==> config.mk <==
export PLATFORM = sky130hd
export DESIGN_NAME = dram_leadoff_seq
export DESIGN_NICKNAME = d
export VERILOG_FILES = /design/src/rtl/dram_leadoff_pkg.sv /design/src/rtl/leadoff_decode.sv /design/src/rtl/leadoff_counter.sv /design/src/rtl/dram_leadoff_seq.sv
export SDC_FILE = /design/constraint.sdc
export NUM_CORES = 1
export LEC_CHECK = 0
export BUFFER_PORTS_ARGS = -buffer_cell sky130_fd_sc_hd__buf_2
export CORE_UTILIZATION = 45
export CTS_BUF_LIST = sky130_fd_sc_hd__clkbuf_4 sky130_fd_sc_hd__clkbuf_8
export DETAILED_ROUTE_END_ITERATION = 7
export PLACE_DENSITY = 0.62
export SLEW_MARGIN = 20
export SYNTH_ARGS = -nofsm -noshare
export SYNTH_HDL_FRONTEND = slang
export SYNTH_SLANG_ARGS = --single-unit
==> constraint.sdc <==
create_clock -name clk_i -period 3.9 [get_ports clk_i]
set_input_delay 0.585 -clock clk_i [delete_from_list [all_inputs] [get_ports clk_i]]
set_output_delay 0.585 -clock clk_i [all_outputs]
set_load 0.02 [all_outputs]
==> src/rtl/dram_leadoff_pkg.sv <==
package dram_leadoff_pkg;
  typedef enum logic [1:0] {
    PG_HIT   = 2'b00,
    PG_MISS  = 2'b01,
    PG_ROW   = 2'b10,
    PG_ROW_X = 2'b11
  } page_st_e;

  localparam int unsigned LEAD_W = 4;
endpackage

==> src/rtl/leadoff_decode.sv <==
module leadoff_decode
  import dram_leadoff_pkg::*;
#(
  parameter int unsigned CNT_W   = LEAD_W,
  parameter int unsigned RM_RD   = 11,
  parameter int unsigned RM_WR   = 7,
  parameter int unsigned PM_SAVE = 3,
  parameter int unsigned PH_RD   = 7,
  parameter int unsigned PH_WR   = 3,
  parameter int unsigned RD_TAIL = 3,
  parameter int unsigned WR_TAIL = 1
) (
  input  logic             is_write_i,
  input  page_st_e         page_st_i,
  input  logic [1:0]       speed_i,
  output logic [CNT_W-1:0] lead_o,
  output logic [CNT_W-1:0] cas_pt_o
);
  localparam logic [CNT_W-1:0] RmRd = CNT_W'(RM_RD);
  localparam logic [CNT_W-1:0] RmWr = CNT_W'(RM_WR);
  localparam logic [CNT_W-1:0] PmSv = CNT_W'(PM_SAVE);
  localparam logic [CNT_W-1:0] PhRd = CNT_W'(PH_RD);
  localparam logic [CNT_W-1:0] PhWr = CNT_W'(PH_WR);
  localparam logic [CNT_W-1:0] RdTl = CNT_W'(RD_TAIL);
  localparam logic [CNT_W-1:0] WrTl = CNT_W'(WR_TAIL);

  logic [CNT_W-1:0] fast_dec;
  logic [CNT_W-1:0] row_lead;

  // odd codes trim one clock of address setup before CAS
  assign fast_dec = {{(CNT_W-1){1'b0}}, speed_i[0]};
  assign row_lead = (is_write_i ? RmWr : RmRd) - fast_dec;

  always_comb begin
    unique case (page_st_i)
      PG_HIT:  lead_o = is_write_i ? PhWr : PhRd;
      PG_MISS: lead_o = row_lead - PmSv;
      default: lead_o = row_lead;
    endcase
  end

  assign cas_pt_o = lead_o - (is_write_i ? WrTl : RdTl);
endmodule

==> src/rtl/leadoff_counter.sv <==
module leadoff_counter #(
  parameter int unsigned CNT_W = 4
) (
  input  logic             clk_i,
  input  logic             rst_ni,
  input  logic             start_i,
  input  logic [CNT_W-1:0] lead_i,
  input  logic [CNT_W-1:0] cas_pt_i,
  output logic             cas_o,
  output logic             done_o,
  output logic             busy_o
);
  logic             busy_q;
  logic [CNT_W-1:0] cnt_q, lead_q, cas_q;
  logic             accept;

  assign accept = start_i & ~busy_q;

  always_ff @(posedge clk_i or negedge rst_ni) begin
    if (!rst_ni) begin
      busy_q <= 1'b0;
      cnt_q  <= '0;
      lead_q <= '0;
      cas_q  <= '0;
    end else if (accept) begin
      busy_q <= 1'b1;
      cnt_q  <= CNT_W'(1);
      lead_q <= lead_i;
      cas_q  <= cas_pt_i;
    end else if (busy_q) begin
      if (cnt_q == lead_q) busy_q <= 1'b0;
      else                 cnt_q  <= cnt_q + CNT_W'(1);
    end
  end

  assign done_o = busy_q & (cnt_q == lead_q);
  assign cas_o  = busy_q & (cnt_q == cas_q);
  assign busy_o = busy_q;

  a_r7_busy_clears: assert property (@(posedge clk_i) disable iff (!rst_ni)
    done_o |=> !busy_o);
  a_r6_cas_not_done: assert property (@(posedge clk_i) disable iff (!rst_ni)
    cas_o |-> busy_o && !done_o);
  a_r6_cas_before_lead: assert property (@(posedge clk_i) disable iff (!rst_ni)
    busy_q |-> (cas_q != '0) && (cas_q < lead_q));
  a_r8_no_restart: assert property (@(posedge clk_i) disable iff (!rst_ni)
    busy_q && !done_o |=> busy_q && (cnt_q == $past(cnt_q) + CNT_W'(1)));
  a_r9_hold_timing: assert property (@(posedge clk_i) disable iff (!rst_ni)
    busy_q && !done_o |=> $stable(lead_q) && $stable(cas_q));
  a_r7_start_counts: assert property (@(posedge clk_i) disable iff (!rst_ni)
    accept |=> busy_o && (cnt_q == CNT_W'(1)));
endmodule

==> src/rtl/dram_leadoff_seq.sv <==
module dram_leadoff_seq
  import dram_leadoff_pkg::*;
#(
  parameter int unsigned CNT_W = LEAD_W
) (
  input  logic       clk_i,
  input  logic       rst_ni,
  input  logic       start_i,
  input  logic       is_write_i,
  input  logic [1:0] page_st_i,
  input  logic [1:0] speed_i,
  output logic       cas_o,
  output logic       done_o,
  output logic       busy_o
);
  logic [CNT_W-1:0] lead_w, cas_pt_w;

  leadoff_decode #(.CNT_W(CNT_W)) i_decode (
    .is_write_i (is_write_i),
    .page_st_i  (page_st_e'(page_st_i)),
    .speed_i    (speed_i),
    .lead_o     (lead_w),
    .cas_pt_o   (cas_pt_w)
  );

  leadoff_counter #(.CNT_W(CNT_W)) i_counter (
    .clk_i    (clk_i),
    .rst_ni   (rst_ni),
    .start_i  (start_i),
    .lead_i   (lead_w),
    .cas_pt_i (cas_pt_w),
    .cas_o    (cas_o),
    .done_o   (done_o),
    .busy_o   (busy_o)
  );

  a_r10_quiet_reset: assert property (@(posedge clk_i)
    !rst_ni |-> !busy_o && !cas_o && !done_o);
endmodule

==> metrics.md <==
| Metric | Value |
|---|---|
| Status | `finished, final reports clean` |
| Setup TNS | `0 ns` |
| Post-synth cell types | `32` |
| Most numerous cell in the Yosys netlist | `nand2_1` |
| Clock latency at the later pin of the worst-skew pair | `0.28 ns` |
| DR vias | `606` |
| Delay-heaviest family, CP | `flip-flops` |
| Crit share post-route | `53.4%` |
| PortBufs | `9` |
| Final Slew Violations | `0` |
| TritonCTS clock tree | `done` |
| Die width | `44.1 µm` |
| Area leader, netlist | `dfrtp_1` |
| Synth warn | `0` |
| Die Area | `between 0.0015 and 0.002 mm²` |
| CTS root buf | `clkbuf_4` |
| Power Dens Cells | `750 mW/mm²` |
| Maxcap violations | `0` |
| Synth Cell Area | `approximately 800 µm²` |
| Critical path startpoint category | `register` |
| Post-CTS Resized | `0` |
| Starting Density | `50.6%` |
| Fmax | `480 MHz` |
| Worst R2R Path Depth | `4` |
| DP HPWL | `1020 µm` |
| Mapped Cells | `83` |
| Per-cell routed wire length | `12.8 µm` |
| Io pins | `11` |
| Critical path peak fanout | `7` |
| Synth top area cells | `dfrtp_1, nand2_1, xnor2_1` |
| Hold_buf cts | `0` |
| Mapped Avg Cell Area | `9.60 µm²` |
| Fraction of registers with async set/reset | `100%` |
| Sequential-to-total area share from yosys stat | `40.8%` |
| Synth Register Bits | `13` |
| Clock Skew | `0.00409 ns` |
| Vias in the first global route | `537` |
| Grt total ovfl | `0` |
| CP required | `between 3 and 4 ns` |
| Die Y | `44.1 µm` |
| Top_reg_cell synth | `dfrtp_1` |
| Worst-path clk slew | `0.08 ns` |
| CP Buf/Inv Count | `1` |
| Peak supply drop | `368 µV` |
| Final WL | `1410 µm` |
| Filler Cell Count | `138` |
| Setup violations, final | `0` |
| RSZ-0062 raised after global routing | `false` |
| Total GRT Usage | `17.0%` |
| Synth cell count leaders | `nand2_1, dfrtp_1, xnor2_1` |
| Hold Vio Cnt, Final | `0` |
| CTS HTree Levels | `1` |
| Post-CTS setup buffer count | `0` |
| HP Class | `input pin to asynchronous set/reset pin` |
| Starting DRT DRC Count | `5` |
| Worst Tran Pin Value | `roughly 0.4 ns` |
| Max incr delay on CP | `0.48 ns` |
| Cell area after layout | `876 µm²` |
| CTS buffer count | `3` |
| Slew HR | `73.3%` |
| EDFF count, synth | `0` |
| Share of layout cells above drive strength 1 | `17.0%` |
| Placed inst area | `846 µm²` |
| Syn nets | `95` |
| Final Wtd Congestion | `0.790` |
| Leak | `approximately 0.42 nW` |
| Clock Sink Count | `13` |
| Diode count | `0` |
| DR pass1 iterations | `6` |
| Row cnt | `14` |
| Register-to-register setup slack | `2.36 ns` |
| Slowest CP cell | `dfrtp_1` |
| Core area | `0.00158 mm²` |
| Largest net degree at the start of global routing | `14` |
| CP Cell Sequence | `xnor2_1 -> nand4_2 -> nor2_1 -> buf_2` |
| Antenna Nets Post-Route | `0` |
| Top cell type's share of synthesized area | `between 40% and 50%` |
| Initial antenna violation count | `0` |
| R2R Path Start | `i_counter.cnt_q[1]` |
| Crit path arrival time | `1.50 ns` |
| Crit path capture type | `output port` |
| Post-DR vias/cell | `5.51` |
| Longest Clk Path Bufs | `2` |
| NumNets Final | `107` |
| Remaining DRCs | `0` |
| WS Path Type | `register to output port` |
| Total power | `0.657 mW` |
| Fin crit period | `2.08 ns` |
| Worst reg2reg endpoint | `i_counter.cnt_q[2]` |
| Global-route wire length before repair | `around 2400 µm` |
| Synthesis-to-finish area growth | `9.89%` |
## per-layer routing
layer	GRT usage [%]	part of all wire [%]
met1	23.6	54
met2	24.1	39
met3	3.67	3.5
met4	10.9	2.5
met5	0	0
## cells by family (layout without fill, tap and decap cells)
kind of cell	count (synthesis)	in the layout	share of synthesized area, %
flip-flops	13	13	40.8
AO/OA/AOI/OAI	15	15	12.7
buffers and inverters	7	18	4.40
XOR/XNOR	10	10	12.9
AND/OR/NAND/NOR	33	33	20.7
adder cells (fa/ha/maj)	4	4	7.22
multiplexers	1	1	1.26
## layout by cell type (no fill, tap or decap), drive strengths merged
cell type / n
a211o: 1
a21oi: 3
a22o: 1
a22oi: 1
a41o: 1
and2: 2
and4b: 1
buf: 9
clkbuf: 4
dfrtp: 13
fa: 1
ha: 3
inv: 5
mux2i: 1
nand2: 17
nand2b: 1
nand3: 2
nand4: 1
nand4bb: 1
nor2: 4
nor2b: 1
nor3: 2
nor3b: 1
o21a: 1
o21ai: 4
o21bai: 1
o31ai: 1
o41ai: 1
xnor2: 9
xor2: 1
## report_power, final
part,total [mW],internal (mW),switching [mW]
Sequential,0.280,0.199,0.0813
Combinational,0.286,0.147,0.139
Clock,0.0908,0.0467,0.0441
Total,0.657,0.393,0.264
## how the worst max path moves through the flow
stage | slack, ns | endpoint | startpoint | depth (start not counted)
2_1_floorplan | 2.01 | i_counter.cas_q[3] | page_st_i[1] | 6
3_3_place_gp | 1.73 | i_counter.cas_q[3] | page_st_i[1] | 7
3_5_place_dp | 1.72 | i_counter.cas_q[3] | page_st_i[1] | 7
4_1_cts | 1.81 | done_o | i_counter.cnt_q[2] | 4
5_1_grt | 1.74 | done_o | i_counter.cnt_q[1] | 4
6_report | 1.82 | done_o | i_counter.cnt_q[1] | 4
## metrics by stage
| step | hold WS (ns) | util [%] | instances | setup WS [ns] |
|---|---|---|---|---|
| CTS | 0.185 | 55.6 | 110 | 1.81 |
| global placement | 0.485 | 53.7 | 106 | 1.73 |
| global route | 0.178 | 55.6 | 110 | 1.74 |
| finish | 0.175 | 55.6 | 110 | 1.82 |
| floorplan | 0.289 | - | 83 | 2.01 |
| detailed placement | 0.494 | 53.7 | 106 | 1.72 |
## final cells by class
cell class / instances / area (µm²) / area share (%)
Tap cell: 16 / 20.0 / 2.29
Timing Repair Buffer: 9 / 45.0 / 5.14
Clock buffer: 4 / 30.0 / 3.43
Sequential cell: 13 / 325 / 37.1
Multi-Input combinational cell: 63 / 437 / 49.9
Inverter: 5 / 18.8 / 2.14
## worst register-to-register path, cell delays in order (launching register included)
cell and delay [ns]:
dfrtp_1 0.48, xnor2_1 0.23, nand4_2 0.21, and4b_1 0.26, a211o_1 0.26
## registers in the layout (all words and copies together) (netlist names)
register          cells
i_counter.lead_q      4
i_counter.cnt_q       4
i_counter.busy_o      1
i_counter.cas_q       4
(Power assumes the default switching activity.)
